--- config.mk ---
export PLATFORM = sky130hd
export DESIGN_NAME = frame_seq
export DESIGN_NICKNAME = d
export VERILOG_FILES = /design/src/rtl/frame_seq.sv
export SDC_FILE = /design/constraint.sdc
export NUM_CORES = 1
export LEC_CHECK = 0
export ABC_AREA = 1
export BUFFER_PORTS_ARGS = -buffer_cell sky130_fd_sc_hd__clkbuf_2
export CORE_UTILIZATION = 55
export CTS_CLUSTER_DIAMETER = 60
export DETAILED_ROUTE_END_ITERATION = 6
export GPL_TIMING_DRIVEN = 1
export PLACE_DENSITY = 0.85
export RECOVER_POWER = 100
export SLEW_MARGIN = 25
export SYNTH_ARGS = -nofsm -noshare
export SYNTH_HDL_FRONTEND = slang
export SYNTH_SLANG_ARGS = --single-unit
--- constraint.sdc ---
create_clock -name clk -period 2.2 [get_ports clk]
set_input_delay 0.44 -clock clk [delete_from_list [all_inputs] [get_ports clk]]
set_output_delay 0.44 -clock clk [all_outputs]
set_load 0.1 [all_outputs]
--- src/rtl/frame_seq.sv ---
module frame_seq #(
  parameter int DW      = 32,
  parameter int LEN_ABS = 6,
  parameter int LEN_REG = 2
) (
  input  logic          clk,
  input  logic          rst_n,
  input  logic          start,
  input  logic [2:0]    op,
  input  logic [DW-1:0] target,
  input  logic [DW-1:0] pc_in,
  input  logic [DW-1:0] fp_in,
  input  logic [DW-1:0] sp_in,
  input  logic [DW-1:0] a_in,
  input  logic [DW-1:0] b_in,
  output logic          mem_req,
  output logic          mem_we,
  output logic [DW-1:0] mem_addr,
  output logic [DW-1:0] mem_wdata,
  input  logic [DW-1:0] mem_rdata,
  input  logic          mem_fault,
  output logic          done,
  output logic          fault,
  output logic          pc_we,
  output logic [DW-1:0] pc_out,
  output logic          fp_we,
  output logic [DW-1:0] fp_out,
  output logic          sp_we,
  output logic [DW-1:0] sp_out,
  output logic          a_we,
  output logic [DW-1:0] a_out,
  output logic          b_we,
  output logic [DW-1:0] b_out
);
  localparam logic [DW-1:0] WB   = DW'(DW / 8);
  localparam logic [DW-1:0] WB2  = DW'(2 * (DW / 8));
  localparam logic [DW-1:0] WB3  = DW'(3 * (DW / 8));
  localparam logic [DW-1:0] LABS = DW'(LEN_ABS);
  localparam logic [DW-1:0] LREG = DW'(LEN_REG);

  typedef enum logic [2:0] {IDLE, CW1, CW2, RR1, RR2, PU, PO} st_t;

  st_t           st;
  logic [DW-1:0] ptr, dat, aux, sfp;

  assign mem_req   = (st != IDLE);
  assign mem_we    = (st == CW1) || (st == CW2) || (st == PU);
  assign mem_addr  = (st == CW2) ? ptr - WB : (st == RR2) ? ptr + WB : ptr;
  assign mem_wdata = (st == CW2) ? sfp : dat;

  always_ff @(posedge clk or negedge rst_n) begin
    if (!rst_n) begin
      st <= IDLE;
      {ptr, dat, aux, sfp} <= '0;
      {done, fault, pc_we, fp_we, sp_we, a_we, b_we} <= '0;
      {pc_out, fp_out, sp_out, a_out, b_out} <= '0;
    end else begin
      {done, fault, pc_we, fp_we, sp_we, a_we, b_we} <= '0;
      if (st == IDLE) begin
        if (start) begin
          case (op)
            3'd0, 3'd1: begin
              ptr <= sp_in - WB2;
              dat <= pc_in + ((op == 3'd0) ? LABS : LREG);
              aux <= target;
              sfp <= fp_in;
              st  <= CW1;
            end
            3'd2: begin ptr <= fp_in; st <= RR1; end
            3'd3: begin ptr <= a_in - WB; dat <= b_in; st <= PU; end
            3'd4: begin ptr <= a_in; st <= PO; end
            default: ;
          endcase
        end
      end else if (mem_fault) begin
        st    <= IDLE;
        fault <= 1'b1;
      end else begin
        case (st)
          CW1: st <= CW2;
          CW2: begin
            st <= IDLE; done <= 1'b1;
            pc_out <= aux; fp_out <= ptr - WB; sp_out <= ptr - WB;
            {pc_we, fp_we, sp_we} <= 3'b111;
          end
          RR1: begin dat <= mem_rdata; st <= RR2; end
          RR2: begin
            st <= IDLE; done <= 1'b1;
            pc_out <= mem_rdata; fp_out <= dat; sp_out <= ptr + WB3;
            {pc_we, fp_we, sp_we} <= 3'b111;
          end
          PU: begin
            st <= IDLE; done <= 1'b1;
            a_out <= ptr; a_we <= 1'b1;
          end
          PO: begin
            st <= IDLE; done <= 1'b1;
            a_out <= ptr + WB; b_out <= mem_rdata;
            {a_we, b_we} <= 2'b11;
          end
          default: st <= IDLE;
        endcase
      end
    end
  end
endmodule

==> flow_metrics.env, run 1 <==
export IMPL_grt_max_degree=67
export IMPL_error_line="[ERROR GRT-0232] Routing congestion too high. Check the congestion heatmap in the GUI."
export IMPL_place_congestion=1.224
export IMPL_std_cell_rows=67
export IMPL_yosysTopAreaCellShare_pct=39.80
export IMPL_synthTopCellsByCount="906 x nand2_1, 444 x nor2_1, 296 x dfrtp_1"
export IMPL_syn_cell_area_um2=18610
export IMPL_die_y_um=186.0
export IMPL_status="stopped before the end"
export IMPL_stop_stage="global routing"
export IMPL_synth_area_top_cells="dfrtp_1 40%, nand2_1 18%, nor2_1 9.0%"
export IMPL_yosysWarningCount=0
export IMPL_hpwl_mm=67.24
export IMPL_ys_ff_latch=296
export IMPL_synth_edff_count=0
export IMPL_port_buffers=463
export IMPL_io_pins=464
export IMPL_async_flop_share_pct=100.0
export IMPL_worst_endpoint="mem_addr[16]"
export IMPL_die_x_um=186.0
export IMPL_synth_top_cell_by_area="dfrtp_1"
export IMPL_synth_most_common_cell="nand2_1"
export IMPL_cts_buffer_depth=3
export IMPL_grt_overflow_total=12
export IMPL_synthFlopType="dfrtp_1"
export IMPL_start_util_pct=55.65
export IMPL_cts_root_buf="clkbuf_16"
export IMPL_grt_usage_pct=78.90
export IMPL_worst_endpoint_kind="primary output"
export IMPL_synth_cells=2764
export IMPL_pre_cts_ws_ns=-0.3389
export IMPL_cts_buffers=37
export IMPL_avgSynthCellArea_um2=6.734
export IMPL_ys_types=42
export IMPL_htree_num_levels=2
export IMPL_syn_nets=3003
export IMPL_cts_sinks=296
export IMPL_ys_seq_area_share_pct=39.80
[timing repair]
item                       CTS
cloned                       9
hold buffers                 1
setup endpoints to repair   65
pin swaps                   82
hold endpoints to repair    33
buffers inserted            71
resized for setup          279
[logic make-up after synthesis]
family	count (synthesis)	share of synthesized area, %
buf+inv	329	7.247
compound gates	457	13.55
fa+ha+maj	8	0.5781
simple gates	1579	33.93
mux	32	1.936
flops	296	39.80
xor+xnor	63	2.965
[per-layer routing]
metal  track usage [%]  GRT overflow
met5             47.41             0
met4             73.93             8
met3             68.91             0
met2             91.33             4
met1             79.42             0
[metrics by stage]
step,instance area (µm²),cells,TNS [ns]
after detailed placement,24350,3791,-7.445
after floorplan,18950,2764,-19.22
after CTS,27600,3938,-26.10
after global placement,24350,3791,-5.138
==> inputs of run 2 (changes only) <==
--- a/config.mk
+++ b/config.mk
@@ -7,11 +7,10 @@
 export LEC_CHECK = 0
 export ABC_AREA = 1
 export BUFFER_PORTS_ARGS = -buffer_cell sky130_fd_sc_hd__clkbuf_2
-export CORE_UTILIZATION = 55
-export CTS_CLUSTER_DIAMETER = 60
+export CORE_UTILIZATION = 40
 export DETAILED_ROUTE_END_ITERATION = 6
 export GPL_TIMING_DRIVEN = 1
-export PLACE_DENSITY = 0.85
+export PLACE_DENSITY_LB_ADDON = 0.15
 export RECOVER_POWER = 100
 export SLEW_MARGIN = 25
 export SYNTH_ARGS = -nofsm -noshare
==> flow_metrics.env, run 2 <==
export IMPL_hpwl_mm=73.04
export IMPL_maxSlewHeadroom_pct=33.73
export IMPL_fin_crit_sh_pct=132.7
export IMPL_synth_area_top_cells="dfrtp_1 40%, nand2_1 18%, nor2_1 9.0%"
export IMPL_start_kind="flop"
export IMPL_cts_tree="built"
export IMPL_cts_buffer_depth=3
export IMPL_vias=23280
export IMPL_grt_pass1_wl_mm=140.6
export IMPL_setup_viol=309
export IMPL_ys_types=42
export IMPL_worstSetupPathType="flop to output port"
export IMPL_dr_pass1_iters=5
export IMPL_synthTopCellsByCount="906 x nand2_1, 444 x nor2_1, 296 x dfrtp_1"
export IMPL_fmax_mhz=342.4
export IMPL_async_flop_share_pct=100.0
export IMPL_start_util_pct=40.75
export IMPL_grt_usage_pct=39.96
export IMPL_clk_pin_slew_worst_paths_ns=0.06
export IMPL_syn_cell_area_um2=18610
export IMPL_synth_most_common_cell="nand2_1"
export IMPL_first_global_vias=22050
export IMPL_worst_pin_slew_ns=0.9940
export IMPL_die_y_um=217.7
export IMPL_std_cell_rows=78
export IMPL_yosysWarningCount=0
export IMPL_io_pins=464
export IMPL_p_int_uw=19170
export IMPL_hold_violations=0
export IMPL_peakVddDrop_mv=2.554
export IMPL_comb_power_share_pct=65.5
export IMPL_drv_slew=0
export IMPL_rsz0062_at_grt="yes"
export IMPL_grt_max_degree=68
export IMPL_worst_path_max_fanout=5
export IMPL_final_cell_mix="818 x nand2_1, 401 x clkbuf_2, 364 x nor2_1"
export IMPL_ys_seq_area_share_pct=39.80
export IMPL_layout_drive_gt1_share_pct=36.18
export IMPL_cts_sinks=296
export IMPL_cp_required_ns=1.76
export IMPL_cts_root_buf="clkbuf_16"
export IMPL_place_congestion=1.070
export IMPL_avgSynthCellArea_um2=6.734
export IMPL_layout_min_cycle_time_ns=2.920
export IMPL_status="finished with violations"
export IMPL_switching_share_pct=58.60
export IMPL_ant_nets=0
export IMPL_critPathCaptureType="output port"
export IMPL_synthFlopType="dfrtp_1"
export IMPL_post_drt_wl_per_cell_um=23.34
export IMPL_core_area_um2=45670
export IMPL_holdWs_ns=0.09267
export IMPL_p_seq_share_pct=21.4
export IMPL_die_x_um=217.7
export IMPL_cts_buffers=36
export IMPL_htree_num_levels=2
export IMPL_synth_cells=2764
export IMPL_final_common_cell="nand2_1"
export IMPL_die_area_um2=47400
export IMPL_ys_ff_latch=296
export IMPL_maxCapViolCount=0
export IMPL_drc_errors=0
export IMPL_violations="setup timing"
export IMPL_via_per_inst=5.605
export IMPL_clock_power_share_pct=13.1
export IMPL_fin_skew_ns=0.02872
export IMPL_drt_first_iter_violations=2566
export IMPL_layout_setup_ws_ns=-0.7204
export IMPL_worst_ep_arrival_time_ns=2.48
export IMPL_clock_latency_ns=0.58
export IMPL_antenna_found_initial=3
export IMPL_final_net_count=3763
export IMPL_fin_util_pct=63.48
export IMPL_power_density_nw_per_um2=1597
export IMPL_drt_total_wl_mm=96.91
export IMPL_syn_nets=3003
export IMPL_synth_top_cell_by_area="dfrtp_1"
export IMPL_yosysTopAreaCellShare_pct=39.80
export IMPL_grt_overflow_total=0
export IMPL_p_leak_uw=0.01402
export IMPL_port_buffers=463
export IMPL_synth_edff_count=0
export IMPL_p_switching_uw=27130
export IMPL_area_delta_synth_final_pct=55.77
export IMPL_min_path_type="input pin to flop"
## run 2: cell counts after synthesis
Identical to the previous run, type by type.
## run 2: cell type report
type	count	area, µm²
flip-flops and latches	296	7428
inverters	185	714.4
multi-input cells	2139	11730
well taps	600	750.7
fillers	4062	16680
diodes	1	2.502
clock inverters	16	170.2
clock buffers	50	1033
repair buffers	866	7168
## run 2: cells by family after synthesis
group	Yosys count	share of synthesized area, %
xor+xnor	63	2.965
compound gates	457	13.55
mux	32	1.936
simple gates	1579	33.93
fa+ha+maj	8	0.5781
flops	296	39.80
buf+inv	329	7.247
## run 2: metrics by stage
stage	setup TNS, ns	setup slack, ns	area (µm²)	total power, µW	instances
floorplan	-19.22	-0.6330	18950	28090	2764
global placement	-6.417	-0.3612	24750	36980	3958
detailed placement	-7.503	-0.3696	24750	37150	3958
CTS	-24.77	-0.6234	27880	44960	4108
global route	-124.50	-0.8033	28990	47690	4153
finish	-94.54	-0.7204	28990	46310	4153
## run 2: final timing paths
| kind | from | end | depth (start not counted) | slack, ns |
|---|---|---|---|---|
| min reg2reg | b_out[12] | b_out[12] | 2 | 0.48 |
| max | ptr[10] | mem_addr[19] | 8 | -0.72 |
| min in group asynchronous | rst_n | aux[16] | 2 | 0.58 |
| min | target[13] | aux[13] | 2 | 0.09 |
| max reg2reg | st[0] | dat[15] | 12 | -0.46 |
| max in group asynchronous | rst_n | st[2] | 3 | 0.22 |
## run 2: worst max-delay path: stages (launching register included)
cell       delay [ns]
dfrtp_2          0.46
nor2_2           0.16
nand2_1          0.14
nor2_4           0.21
nand3_1          0.13
o21ai_2          0.15
nand2_1          0.07
o211ai_1         0.27
clkbuf_16        0.31
## run 2: timing repair
action,CTS,global route
buffers inserted,73,49
pin swaps,64,87
hold endpoints to repair,54,0
gates resized for setup,261,261
cloned,12,4
hold buffers,1,0
setup endpoints to repair,64,100
## run 2: metal layers
metal / up-vias / share of wire (%) / global-route usage [%]
li1: 10440 / - / -
met1: 11200 / 41 / 55.80
met2: 1385 / 45 / 61.23
met3: 245 / 9.5 / 6.555
met4: 4 / 4.9 / 16.48
met5: - / 0.025 / 0
## run 2: power by group through the flow
stage,Combinational [µW],Clock (µW),Sequential [µW]
3_3_place_gp,27300,0,9660
6_report,30300,6060,9930
2_1_floorplan,9530,0,18600
5_1_grt,31300,6290,10100
4_1_cts,29100,6090,9730
3_5_place_dp,27400,0,9730
Power figures use the tool's default switching activity.
